## src/rtl/pc_pager.sv

```systemverilog
module pc_pager #(
  parameter int PC_W  = 13,
  parameter int LO_W  = 8,
  parameter int LIT_W = 11
) (
  input  logic              clk,
  input  logic              rst_n,
  input  logic              inc_en,
  input  logic              lo_wr,
  input  logic [LO_W-1:0]   lo_wdata,
  input  logic              add_en,
  input  logic [LO_W-1:0]   add_off,
  input  logic              br_en,
  input  logic [LIT_W-1:0]  br_lit,
  input  logic              pop_en,
  input  logic [PC_W-1:0]   pop_data,
  input  logic              latch_wr,
  input  logic [PC_W-LO_W-1:0] latch_wdata,
  output logic [PC_W-1:0]   fetch_addr,
  output logic [LO_W-1:0]   pc_lo,
  output logic [PC_W-LO_W-1:0] latch_q,
  output logic [PC_W-1:0]   push_addr
);
  localparam int HI_W = PC_W - LO_W;
  localparam int PG_W = PC_W - LIT_W;
  localparam logic [PC_W-1:0] ONE = PC_W'(1);

  logic [PC_W-1:0] pc_q, pc_d;
  logic [HI_W-1:0] lat_q;
  logic [LO_W-1:0] sum_lo;

  assign sum_lo = pc_q[LO_W-1:0] + add_off;

  always_comb begin
    if (pop_en)      pc_d = pop_data;
    else if (br_en)  pc_d = {lat_q[HI_W-1 -: PG_W], br_lit};
    else if (add_en) pc_d = {lat_q, sum_lo};
    else if (lo_wr)  pc_d = {lat_q, lo_wdata};
    else if (inc_en) pc_d = pc_q + ONE;
    else             pc_d = pc_q;
  end

  always_ff @(posedge clk) begin
    if (!rst_n) begin
      pc_q  <= '0;
      lat_q <= '0;
    end else begin
      pc_q <= pc_d;
      if (latch_wr) lat_q <= latch_wdata;
    end
  end

  assign fetch_addr = pc_q;
  assign pc_lo      = pc_q[LO_W-1:0];
  assign latch_q    = lat_q;
  assign push_addr  = pc_q + ONE;

  assert_inc_R2: assert property (@(posedge clk) disable iff (!rst_n)
    (inc_en && !lo_wr && !add_en && !br_en && !pop_en)
      |=> fetch_addr == $past(fetch_addr) + ONE);

  assert_lo_write_R4: assert property (@(posedge clk) disable iff (!rst_n)
    (lo_wr && !add_en && !br_en && !pop_en)
      |=> fetch_addr == {$past(latch_q), $past(lo_wdata)});

  assert_branch_R5: assert property (@(posedge clk) disable iff (!rst_n)
    (br_en && !pop_en)
      |=> fetch_addr == {$past(latch_q[HI_W-1 -: PG_W]), $past(br_lit)});

  assert_add_upper_R6: assert property (@(posedge clk) disable iff (!rst_n)
    (add_en && !br_en && !pop_en)
      |=> fetch_addr[PC_W-1:LO_W] == $past(latch_q));

  assert_pop_R7: assert property (@(posedge clk) disable iff (!rst_n)
    pop_en |=> fetch_addr == $past(pop_data));

  assert_pop_latch_R7: assert property (@(posedge clk) disable iff (!rst_n)
    (pop_en && !latch_wr) |=> $stable(latch_q));

  assert_latch_only_R8: assert property (@(posedge clk) disable iff (!rst_n)
    (latch_wr && !inc_en && !lo_wr && !add_en && !br_en && !pop_en)
      |=> ($stable(fetch_addr) && latch_q == $past(latch_wdata)));
endmodule

```

## config.mk

```make
export PLATFORM = sky130hd
export DESIGN_NAME = pc_pager
export DESIGN_NICKNAME = d
export VERILOG_FILES = /design/src/rtl/pc_pager.sv
export SDC_FILE = /design/constraint.sdc
export NUM_CORES = 1
export LEC_CHECK = 0
export ABC_CLOCK_PERIOD_IN_PS = 3800
export BUFFER_PORTS_ARGS = -buffer_cell sky130_fd_sc_hd__clkbuf_2
export CORE_MARGIN = 1.5
export CORE_UTILIZATION = 30
export DETAILED_ROUTE_END_ITERATION = 16
export GPL_TIMING_DRIVEN = 0
export SYNTH_ARGS = -nofsm -noshare
export SYNTH_HDL_FRONTEND = slang
export SYNTH_SLANG_ARGS = --single-unit
export TNS_END_PERCENT = 1
```

## constraint.sdc

```tcl
create_clock -name clk -period 3.8 [get_ports clk]
set_input_delay 0 -clock clk [delete_from_list [all_inputs] [get_ports clk]]
set_output_delay 0 -clock clk [all_outputs]
set_load 0.005 [all_outputs]
```

==> results.cfg <==
[logic_synthesis]
synth_cell_types = 52
synth_top_cell_by_area = dfxtp_1
synth_ff_type = dfxtp_1
synth_area_leaders = dfxtp_1, ha_1, a21oi_1
synth_edf_count = 0
synth_top_area_share = 0.213
synth_fp_nets = 289
synthesis.instances = 227
yosysMostFrequentCell = nor2_1
yosysSeqAreaShare = 0.213
ys.warnings.count = 0
synth_area_sq_mm = 0.00169
synth_common_cells = nor2_1, a21oi_1, dfxtp_1, o21ai_0, inv_1
synthMuxAreaShare = 0.0599
ys_ff_latch = 18
synth_xor_area_frac = 0.0621
synthAdderAreaFrac = 0.0710
synth-compound-area-share = 0.282
synthSimpleGateAreaFrac = 0.210
synth-async-reset-ratio = 0
synth_top_family_by_area = compound AO/OA/AOI/OAI gates
syn_area_per_cell_sq_um = 7.45

[cells_and_area]
area_growth_pct = 39.1
nNetsFinal = 390
n_antenna_cell = 0
fin_cells = 399
design_area_sq_mm = 0.00235
drive_gt1_frac = 0.333
n_fill_cell = 601
fin_util = 0.430

[global_routing]
grt_pass1_wl_um = 9480
grt_overflow = 0
grt_usage = 0.195
antenna_found_initial = 0
grt_pass1_vias = 1975
grt_max_degree = 11

[detailed_routing]
num_vias = 2075
drt_wl_total_um = 5930
postRouteAntennaNets = 0
post_drt_wl_per_cell_um = 14.8
remaining_drc_errors = 0
viasPerCell = 5.20
drt_iter0_markers = 126
first_pass_iters = 4

[clock_network]
h-tree-depth = 1
cts_tree = built
clock_sinks = 18
numCtsBuffers = 3
clk_path_buf_depth = 2
clk_latency_ns = 0.26
postCtsSetupRepairBufs = 0
clkTransAtPathRegs_ns = 0.07
cts_root_buf = clkbuf_8

[placed_design]
hpwl_um = 4580
dp_cells = 388
placed_cell_area_sq_mm = 0.00223
portBuffers = 89
gp_congestion = 0.857

[die]
pin_count = 92
core_sq_mm = 0.00547
die_x_um = 78.1
die_h_um = 78.1
die_area_sq_mm = 0.00610
rows = 27
initial_core_util = 0.309

[run_status]
status = completed

[sta]
setup_viol = 0
fin_crit_sh = 0.576
tns_ns = 0
rsz0062_at_grt = no
drv_slew = 0
worst_pin_slew_ns = 0.561
finClkSkew_ns = 0.00490
fmax_mhz = 457
hold_viol = 0
maxSlewHeadroom = 0.626
min_period_ns = 2.19

[min_path]
holdPathStages = 3
min_to = fetch_addr[1]$_SDFFE_PN0P_
min_path_type = in2reg
min_from = pop_data[1]

[critical_path]
regToRegEndpoint = fetch_addr[10]$_SDFFE_PN0P_
critPathKind = reg2reg
reg2reg_depth = 6
start_kind = register
endpoint_kind = register
worstPathArrival_ns = 2.38
path_max_fanout = 8
timing.rr.start = fetch_addr[0]$_SDFFE_PN0P_
required_ns = 3.99
r2r_slack_ns = 1.61

[power_and_ir_drop]
p_per_area_mw_per_mm2 = 267
p_leak_nw = 1.14
max-vdd-ir-drop_uv = 122

[run]
max_cap_viol_count = 0
## worst max-delay path by stage
| stage | start | end | cells after the start |
|---|---|---|---|
| after CTS | fetch_addr[0]$_SDFFE_PN0P_ | fetch_addr[10]$_SDFFE_PN0P_ | 6 |
| after global routing | fetch_addr[0]$_SDFFE_PN0P_ | fetch_addr[10]$_SDFFE_PN0P_ | 6 |
| after floorplan | fetch_addr[0]$_SDFFE_PN0P_ | fetch_addr[10]$_SDFFE_PN0P_ | 6 |
| after detailed placement | fetch_addr[0]$_SDFFE_PN0P_ | fetch_addr[10]$_SDFFE_PN0P_ | 6 |
| final | fetch_addr[0]$_SDFFE_PN0P_ | fetch_addr[10]$_SDFFE_PN0P_ | 6 |
| after global placement | fetch_addr[0]$_SDFFE_PN0P_ | fetch_addr[10]$_SDFFE_PN0P_ | 6 |
## where the power goes
part | switching (mW) | internal [mW]
clock network | 0.0728 | 0.0923
registers | 0.0250 | 0.204
logic | 0.116 | 0.118
total | 0.214 | 0.414
## per-stage QoR
| stage | setup slack (ns) | hold WS [ns] | power, mW |
|---|---|---|---|
| 2_1_floorplan | 1.99 | 0.134 | 0.362 |
| 6_report | 1.61 | 0.0131 | 0.628 |
| 4_1_cts | 1.58 | 0.00816 | 0.634 |
| 5_1_grt | 1.45 | 0.0184 | 0.671 |
| 3_3_place_gp | 1.61 | 0.229 | 0.459 |
| 3_5_place_dp | 1.60 | 0.236 | 0.461 |
## layer usage
layer / vias to the layer above / GRT usage / routed length (um)
li1: 1024 / - / -
met1: 966 / 0.279 / 2770
met2: 79 / 0.301 / 2750
met3: 6 / 0.0314 / 355
met4: 0 / 0.0571 / 50
met5: - / 0 / 0
## layout by cell type (no fill, tap or decap), types with 4 or more instances in the layout
cell type,count
nor2_1,20
ha_1,8
a31oi_1,5
dfxtp_1,18
clkbuf_1,8
xnor2_1,8
nand3_1,8
nor3_1,10
o21ai_0,15
a211oi_1,4
clkbuf_2,90
clkbuf_8,4
inv_1,14
mux2i_1,9
xor2_1,4
buf_4,8
dlygate4sd3_1,7
nand2b_1,4
nand2_1,13
o211ai_1,4
a21oi_1,18
o21a_1,6
## layout make-up
cell class                      count  area, sq um  share of cell area
Tap cell                           72         90.1              0.0383
Timing Repair Buffer               96          515               0.219
Multi-Input combinational cell    174         1160               0.493
Clock buffer                        4         55.1              0.0234
Inverter                           15         56.3              0.0239
Buffer                             20          116              0.0495
Sequential cell                    18          360               0.153
## logic make-up (layout without fill, tap and decap cells)
group	Yosys count	after routing
compound gates	72	72
xor+xnor	12	12
fa+ha+maj	9	9
buf+inv	35	135
flops	18	18
mux	10	10
simple gates	71	71
## worst max-delay path, stage by stage (launching register included)
cell	delay [ns]
dfxtp_1	0.49
ha_1	0.23
nand3_1	0.32
or4_1	0.61
a31oi_1	0.20
mux2i_1	0.09
a31oi_1	0.16
## state kept, by name (all words and copies together), names as in the netlist
signal      cells
fetch_addr     13
latch_q         5
## repair_timing
item | CTS | global route
setup endpoints to repair | 0 | 0
hold buffers | 7 | 0
hold endpoints to repair | 7 | 0
gates resized for setup | 0 | 0
No activity file was read; power rests on OpenSTA's default activity.
